### config.mk
export PLATFORM = sky130hd
export DESIGN_NAME = ecc_stream_gen
export DESIGN_NICKNAME = d
export VERILOG_FILES = /design/src/rtl/ecc_stream_pkg.sv /design/src/rtl/ecc_byte_ctr.sv /design/src/rtl/ecc_par_acc.sv /design/src/rtl/ecc_code_regs.sv /design/src/rtl/ecc_stream_gen.sv
export SDC_FILE = /design/constraint.sdc
export NUM_CORES = 1
export LEC_CHECK = 0
export ABC_AREA = 1
export ABC_CLOCK_PERIOD_IN_PS = 2820
export BUFFER_PORTS_ARGS = -buffer_cell sky130_fd_sc_hd__buf_2
export CORE_MARGIN = 1.5
export CORE_UTILIZATION = 30
export CTS_CLUSTER_DIAMETER = 30
export DETAILED_ROUTE_END_ITERATION = 16
export GPL_TIMING_DRIVEN = 0
export MAX_ROUTING_LAYER = met4
export PLACE_DENSITY_LB_ADDON = 0.25
export SYNTH_ARGS = -nofsm -noshare
export SYNTH_HDL_FRONTEND = slang
export SYNTH_SLANG_ARGS = --single-unit
### constraint.sdc
create_clock -name clk -period 2.82 [get_ports clk]
set_input_delay 0.564 -clock clk [delete_from_list [all_inputs] [get_ports clk]]
set_output_delay 0.564 -clock clk [all_outputs]
set_load 0.005 [all_outputs]
### src/rtl/ecc_stream_pkg.sv
package ecc_stream_pkg;
  localparam int ECC_BLK_BYTES = 256;
  localparam int ECC_AB        = $clog2(ECC_BLK_BYTES);
  localparam int ECC_CW        = ECC_AB + 1;
  localparam int ECC_LPW       = 2 * ECC_CW;
  localparam int ECC_BYTE_W    = 8;
  localparam int ECC_GRP       = $clog2(ECC_BYTE_W);
  localparam int ECC_COLW      = 2 * ECC_GRP;
  localparam int ECC_CODEW     = ECC_COLW + ECC_LPW;
  localparam int ECC_SPARE     = 2;

  // Column parity pairs of an accumulated (XOR of all bytes) value.
  function automatic logic [ECC_COLW-1:0] ecc_col(input logic [ECC_BYTE_W-1:0] x);
    logic [ECC_COLW-1:0] c;
    c = '0;
    for (int b = 0; b < ECC_BYTE_W; b++)
      for (int g = 0; g < ECC_GRP; g++)
        c[2*g + ((b >> g) & 1)] = c[2*g + ((b >> g) & 1)] ^ x[b];
    return c;
  endfunction

  // Assemble the stored (inverted) code from the running parities.
  function automatic logic [ECC_CODEW-1:0] ecc_pack(input logic [ECC_BYTE_W-1:0] xr,
                                                    input logic [ECC_LPW-1:0] lp,
                                                    input logic wide);
    logic [ECC_COLW-1:0] col;
    col = ecc_col(xr);
    if (wide) return ~{col, lp};
    return {{ECC_SPARE{1'b1}}, ~col, ~lp[ECC_LPW-3:0]};
  endfunction
endpackage

### src/rtl/ecc_byte_ctr.sv
module ecc_byte_ctr
  import ecc_stream_pkg::*;
(
  input  logic              clk,
  input  logic              rst_n,
  input  logic              clr,
  input  logic              take,
  input  logic              mode_512,
  output logic [ECC_CW-1:0] cnt,
  output logic              blk_end,
  output logic              fin,
  output logic              frozen
);
  logic last;

  assign last    = &cnt;
  assign blk_end = mode_512 ? last : &cnt[ECC_AB-1:0];
  assign fin     = last;

  always_ff @(posedge clk or negedge rst_n) begin
    if (!rst_n) begin
      cnt    <= '0;
      frozen <= 1'b0;
    end else if (clr) begin
      cnt    <= '0;
      frozen <= 1'b0;
    end else if (take) begin
      cnt <= cnt + 1'b1;
      if (fin) frozen <= 1'b1;
    end
  end
endmodule

### src/rtl/ecc_par_acc.sv
module ecc_par_acc
  import ecc_stream_pkg::*;
(
  input  logic                  clk,
  input  logic                  rst_n,
  input  logic                  clr,
  input  logic                  take,
  input  logic                  blk_end,
  input  logic [ECC_BYTE_W-1:0] data,
  input  logic [ECC_CW-1:0]     addr,
  output logic [ECC_BYTE_W-1:0] xor_nxt,
  output logic [ECC_LPW-1:0]    lp_nxt
);
  logic [ECC_BYTE_W-1:0] xor_q;
  logic [ECC_LPW-1:0]    lp_q;
  logic                  bpar;

  assign bpar    = ^data;
  assign xor_nxt = xor_q ^ (take ? data : '0);

  for (genvar k = 0; k < ECC_CW; k++) begin : g_line
    assign lp_nxt[2*k]   = lp_q[2*k]   ^ (take & bpar & ~addr[k]);
    assign lp_nxt[2*k+1] = lp_q[2*k+1] ^ (take & bpar &  addr[k]);
  end

  always_ff @(posedge clk or negedge rst_n) begin
    if (!rst_n) begin
      xor_q <= '0;
      lp_q  <= '0;
    end else if (clr || (take && blk_end)) begin
      xor_q <= '0;
      lp_q  <= '0;
    end else if (take) begin
      xor_q <= xor_nxt;
      lp_q  <= lp_nxt;
    end
  end
endmodule

### src/rtl/ecc_code_regs.sv
module ecc_code_regs
  import ecc_stream_pkg::*;
(
  input  logic                 clk,
  input  logic                 rst_n,
  input  logic                 clr,
  input  logic                 ld1,
  input  logic                 ld2,
  input  logic [ECC_CODEW-1:0] code_in,
  output logic [ECC_CODEW-1:0] code1,
  output logic [ECC_CODEW-1:0] code2
);
  always_ff @(posedge clk or negedge rst_n) begin
    if (!rst_n) begin
      code1 <= '1;
      code2 <= '1;
    end else if (clr) begin
      code1 <= '1;
      code2 <= '1;
    end else begin
      if (ld1) code1 <= code_in;
      if (ld2) code2 <= code_in;
    end
  end
endmodule

### src/rtl/ecc_stream_gen.sv
module ecc_stream_gen
  import ecc_stream_pkg::*;
(
  input  logic                  clk,
  input  logic                  rst_n,
  input  logic                  clr_wr,
  input  logic                  mode_512,
  input  logic                  byte_vld,
  input  logic [ECC_BYTE_W-1:0] byte_in,
  output logic [ECC_CODEW-1:0]  code1,
  output logic [ECC_CODEW-1:0]  code2,
  output logic                  done
);
  logic [ECC_CW-1:0]     cnt;
  logic [ECC_CW-1:0]     addr;
  logic                  blk_end, fin, frozen, take, fin_evt, fin_q;
  logic                  ld1, ld2;
  logic [ECC_BYTE_W-1:0] xor_nxt;
  logic [ECC_LPW-1:0]    lp_nxt;
  logic [ECC_CODEW-1:0]  code_nxt;

  assign take     = byte_vld & ~clr_wr & ~frozen;
  assign fin_evt  = take & fin;
  assign addr     = mode_512 ? cnt : {1'b0, cnt[ECC_AB-1:0]};
  assign ld1      = take & blk_end & (mode_512 | ~cnt[ECC_AB]);
  assign ld2      = take & blk_end & ~mode_512 & cnt[ECC_AB];
  assign code_nxt = ecc_pack(xor_nxt, lp_nxt, mode_512);

  ecc_byte_ctr u_ctr (
    .clk(clk), .rst_n(rst_n), .clr(clr_wr), .take(take), .mode_512(mode_512),
    .cnt(cnt), .blk_end(blk_end), .fin(fin), .frozen(frozen)
  );

  ecc_par_acc u_acc (
    .clk(clk), .rst_n(rst_n), .clr(clr_wr), .take(take), .blk_end(blk_end),
    .data(byte_in), .addr(addr), .xor_nxt(xor_nxt), .lp_nxt(lp_nxt)
  );

  ecc_code_regs u_regs (
    .clk(clk), .rst_n(rst_n), .clr(clr_wr), .ld1(ld1), .ld2(ld2),
    .code_in(code_nxt), .code1(code1), .code2(code2)
  );

  always_ff @(posedge clk or negedge rst_n) begin
    if (!rst_n) begin
      fin_q <= 1'b0;
      done  <= 1'b0;
    end else if (clr_wr) begin
      fin_q <= 1'b0;
      done  <= 1'b0;
    end else begin
      fin_q <= fin_evt;
      if (fin_q) done <= 1'b1;
    end
  end
endmodule

## Word-level counts from Yosys, hierarchy flattened

Cells that the tools add are included.

- Flip-flop bits (word level): 86
- Input port bits: 13
- Output and inout port bits: 49
- Logic and storage cells: 122

- Add/subtract/negate cells: 1
- Muxes and demuxes: 22
- Bitwise logic cells: 79
- Reduce and logical (&&, ||, !) cells: 12

Operator list:

| operator | number |
|---|---|
| $mux 24 | 6 |
| $mux 18 | 2 |
| $xor 1x1->1 | 35 |
| $mux 9 | 3 |
| $and 1x1->1 | 26 |
| $mux 8 | 3 |
| $not 24->24 | 1 |
| $not 16->16 | 1 |
| $not 1->1 | 13 |
| $reduce_bool 2->1 | 6 |
| $add 9x1->9 const B | 1 |
| $reduce_and 9->1 | 1 |
| $mux 1 | 8 |
| $reduce_and 8->1 | 1 |
| $reduce_xor 8->1 | 1 |
| $xor 8x8->8 | 1 |
| $not 6->6 | 1 |
| $reduce_and 2->1 | 1 |
| $logic_and 1x1->1 | 1 |
| $logic_or 1x1->1 | 1 |
| $or 1x1->1 | 1 |

## Longest topological paths before layout

- Depth in word-level cells: 13
- Gate-level depth with buffers: 16
- Depth with buffers taken out: 15

## By module

A second synthesis with hierarchy kept.

- Cells, all modules: 627
- Area total of the unflattened synthesis: 4802.1 um^2

By module, submodules not included:

| module | instances | cells each | area each (um^2) | sequential area each (um^2) |
|---|---|---|---|---|
| ecc_code_regs | 1 | 209 | 2090.8 | 1261.2 |
| ecc_par_acc | 1 | 226 | 1609.0 | 650.6 |
| ecc_byte_ctr | 1 | 72 | 568.0 | 250.2 |
| ecc_stream_gen | 1 | 120 | 534.3 | 50.0 |

## Worst setup path after synthesis

Ideal clock, no wire load.

- Kind: register -> register
- From: register u_ctr.cnt[0]
- To: register u_regs.code1[16]
- Setup time: 76 ps
- Arrival: 2022 ps
- Data required time: 2744 ps
- Slack: 721 ps
- Cell stages (with the launch flop): 17
- Buffers on the path: 1
- Period minus slack after synthesis: 2099 ps
- Cell sequence: dfrtp_1 -> ha_1 -> nand2_1 -> nor2_2 -> nand2_1 -> nor2_2 -> nand2_1 -> nor2_1 -> ha_1 -> inv_1 -> a21oi_1 -> nand2_2 -> o21ai_4 -> inv_2 -> buf_6 -> nand2_1 -> nand2_1

- Cells in the longest elaborated chain, start to end: 5
- Elaborated cells on any way between the ends: 6
- Those cells by class: 1 x mux; 2 x bitwise; 3 x reduce/logical

Ends and longest elaborated chain:

| what | RTL line | source |
|---|---|---|
| from (decl) | ecc_byte_ctr.sv:9 | `output logic [ECC_CW-1:0] cnt,` |
| from (signal assigned) | ecc_byte_ctr.sv:28 | `cnt <= cnt + 1'b1;` |
| $reduce_and 9->1 or $reduce_and 8->1 (tied branches) | ecc_byte_ctr.sv:16, ecc_byte_ctr.sv:17 |  |
| $mux 1 (*) | ecc_byte_ctr.sv:17 | `assign blk_end = mode_512 ? last : &cnt[ECC_AB-1:0];` |
| $and 1x1->1 (*) (2 in series) | ecc_stream_gen.sv:25 | `assign ld1 = take & blk_end & (mode_512 \| ~cnt[ECC_AB]);` |
| $reduce_bool 2->1 (no source line) (*) | -- |  |
| to (signal assigned) | ecc_code_regs.sv:21 | `if (ld1) code1 <= code_in;` |
| to (decl) | ecc_code_regs.sv:10 | `output logic [ECC_CODEW-1:0] code1,` |

Every way passes the cells marked *; elsewhere a longest branch is shown, timed or not.
A chain may end at the register's enable or synchronous reset.

## Worst setup path after layout

- From: register u_ctr.cnt[0]
- To: register u_regs.code1[17]

The elaborated chain is that of the path after synthesis.

==> flow_summary.toml <==
[final_layout]
n_fill_cell = 1496
seq_area_mm2 = 0.00221
final_nets = 698
multi_input_area_mm2 = 0.00199
diodes = 0
layout-drive-gt1-share_pct = 22.5
areaGrowthSynthToFinish_pct = 20.2

[placement]
place_hpwl_mm = 8.30
routabilityCongestion = 0.773
portBuffers = 60
post-place-ws_ps = 208

[clock_tree]
clkTransAtPathRegs_ps = 60
cts-buffers-inserted = 9
ctsResizeCount = 0
cts_tree = "done"
postCtsSetupRepairBufs = 0
hold_buffers = 0
htreeDepth = 3
clk-insertion-delay-late_ps = 340
clockBufferDepth = 2
clock-sinks = 86
cts_root_buf = "clkbuf_16"

[global_routing]
antenna_found_initial = 0
grt_start_max_net_pins = 72
grt_pass1_wl_mm = 19.1
grtUsageTotal_pct = 15.6
grt_pass1_vias = 3993
grt-ovfl-total = 0

[floorplan]
dieWidth_um = 125
die_area_mm2 = 0.0155
chipHeight_um = 125
start_util_pct = 30.7
io_pins = 62
core_mm2 = 0.0145
num_rows = 44

[synth]
synth_area_leaders = "nand2_1 29%, dfstp_2 28%, dfrtp_1 21%, nand3_1 3.4%, nand3b_1 3.0%"
synth-simple-area-share_pct = 39.7
synth_cell_type_count = 27
synth_edf_count = 0
netlist_instances = 611
synth_flop_cell = "dfstp_2"
syn_avg_cell_area_um2 = 7.26
async_flop_share_pct = 100
synth-xor-area-share_pct = 0.197
synth_top_family_by_area = "simple AND/OR/NAND/NOR gates"
synth_compound_area_share_pct = 4.23
syn_nets = 626
yosysTopAreaCellShare_pct = 29.3
syn_area_mm2 = 0.00444
ys_warn_count = 0
yosysTopAreaCell = "nand2_1"
synth_common_cells = "347 x nand2_1, 48 x dfstp_2, 38 x dfrtp_1"
synth-adder-area-share_pct = 0.564
synth_mux_area_share_pct = 0
yosysMostFrequentCell = "nand2_1"
synth_seq_cells = 86
synth_seq_area_share_pct = 49.8

[hold_path]
worstHoldPathType = "in2async"

[power_and_ir_drop]
p_int_mw = 2.37
leakagePower_nw = 2.75
pwr-share-seq_pct = 44.2
irDropWorstVdd_uv = 354
p_clk_share_pct = 40.8
comb_power_share_pct = 15.0
swShare_pct = 26.4
finalPower_mw = 3.22
power_density_mw_per_mm2 = 603
switchingPower_mw = 0.850

[timing]
slew_violations = 0
slew_headroom_pct = 67.7
skew_ps = 7.23
hold_viol = 0
setup_slack_ps = 309
fin_setup_tns_ps = 0
worst_pin_slew_ps = 483
finalCritPeriodShare_pct = 89.1
post-route-min-period_ps = 2510
rsz0062_at_grt = "no"
setup_viol = 0
fmax_mhz = 398

[critical_path]
cpPeakStageDelay_ps = 430
worst_path_dominant_cell_family = "simple AND/OR/NAND/NOR gates"
crit_chain = "ha_1 > nand2_1 > nor2_2 > nand2_1 > nor2_2 > nand2_1 > nor2_1 > ha_1 > inv_1 > a21oi_1 > nand2_2 > o21ai_4 > buf_4 > nand3_1 > nand2_1"
end_kind = "flop"
critPathRequiredTime_ps = 3100
worstPathArrival_ps = 2800
cpMostUsedCell = "nand2_1"
cp_max_fo = 10
cp-start-kind = "flop"
worstPathBufferInverterCount = 2
critPathSlowestCell = "dfrtp_1"
critical_path_class = "reg2reg"

[outcome]
status = "finished, final reports clean"

[drt]
postRouteAntennaNets = 0
via_per_inst = 4.56
drt-initial-drc-count = 156
vias = 3979
route.detailed.drc = 0
drtPass1Iterations = 4
drt-total-wl_mm = 11.0
wl_per_cell_um = 12.6

[job]
maxCapViolCount = 0
[power by group through the flow]
stage	combinational [mW]	sequential, mW	clock [mW]
after floorplan	0.282	1.44	0
after global placement	0.472	1.44	0
after detailed placement	0.487	1.44	0
after CTS	0.490	1.42	1.35
after global routing	0.558	1.44	1.40
final	0.482	1.42	1.31
[path summary, 6_finish.rpt]
| check | cells past startpoint | start | slack, ps | endpoint |
|---|---|---|---|---|
| max in group asynchronous | 2 | rst_n | 2090 | u_regs.code1[16]$_DFFE_PN1P_ |
| hold / removal | 1 | rst_n | 310 | u_regs.code2[15]$_DFFE_PN1P_ |
| min in group clk | 2 | u_regs.code2[10]$_DFFE_PN1P_ | 460 | u_regs.code2[10]$_DFFE_PN1P_ |
| setup reg to reg | 15 | u_ctr.cnt[0]$_DFFE_PN0P_ | 310 | u_regs.code1[17]$_DFFE_PN1P_ |
| hold reg to reg | 2 | u_regs.code2[10]$_DFFE_PN1P_ | 460 | u_regs.code2[10]$_DFFE_PN1P_ |
| setup / recovery | 15 | u_ctr.cnt[0]$_DFFE_PN0P_ | 310 | u_regs.code1[17]$_DFFE_PN1P_ |
[cell usage in the layout (no fill, tap or decap), types with 2 or more instances in the layout]
cell / n
nand2_1: 346
buf_2: 69
dfstp_2: 48
dfrtp_1: 38
inv_1: 33
nand3_1: 30
nor2_1: 27
a21oi_1: 22
nand3b_1: 18
clkbuf_16: 9
o21ai_0: 8
inv_2: 5
nor2_2: 3
buf_4: 3
nand4_1: 3
o22ai_1: 2
nand2_2: 2
buf_6: 2
or2_2: 2
ha_1: 2
bufinv_16: 2
clkbuf_8: 2
[worst register-to-register path, cell delays in order, from the launching register on]
cell     delay, ps
dfrtp_1        430
ha_1           220
nand2_1         70
nor2_2         100
nand2_1         80
nor2_2         110
nand2_1         90
nor2_1         120
ha_1           150
inv_1           60
a21oi_1        210
nand2_2        100
o21ai_4        270
buf_4          250
nand3_1        120
nand2_1         80
[sequential cells by signal, indices dropped and copies added, names as in the netlist]
register / count
fin_q: 1
u_regs.code2: 24
u_acc.xor_q: 8
u_acc.lp_q: 18
u_ctr.cnt: 9
u_ctr.frozen: 1
done: 1
u_regs.code1: 24
[stage by stage]
step	instances	utilization [%]	cell area, µm²	hold WS, ps
2_1_floorplan	611	-	4440	268
3_3_place_gp	855	34.3	4970	451
3_5_place_dp	856	34.5	5000	456
4_1_cts	872	36.8	5330	320
5_1_grt	872	36.8	5340	333
6_report	872	36.8	5340	310
[metal layers]
metal  global-route usage (%)  up-vias  wire [µm]
met2                     25.1       72       5180
met3                     4.34       13        479
met5                        -        -          0
li1                         -     2034          -
met1                     19.1     1860       5210
met4                     4.67        0        148
[cell type report]
cell class	instances	share of cell area (%)
multi-input combinational	470	37.2
clock buffer	11	4.74
timing repair buffer	61	6.19
buffer	17	1.88
inverter	38	2.67
clock inverter	5	1.52
sequential	86	41.5
tap	184	4.32
[kinds of logic (layout without fill, tap and decap cells)]
kind of cell	count (synthesis)	count (layout)
buf+inv	55	132
simple gates	433	433
compound gates	34	34
fa+ha+maj	2	2
flops	86	86
xor+xnor	1	1
Power figures use the tool's default switching activity.
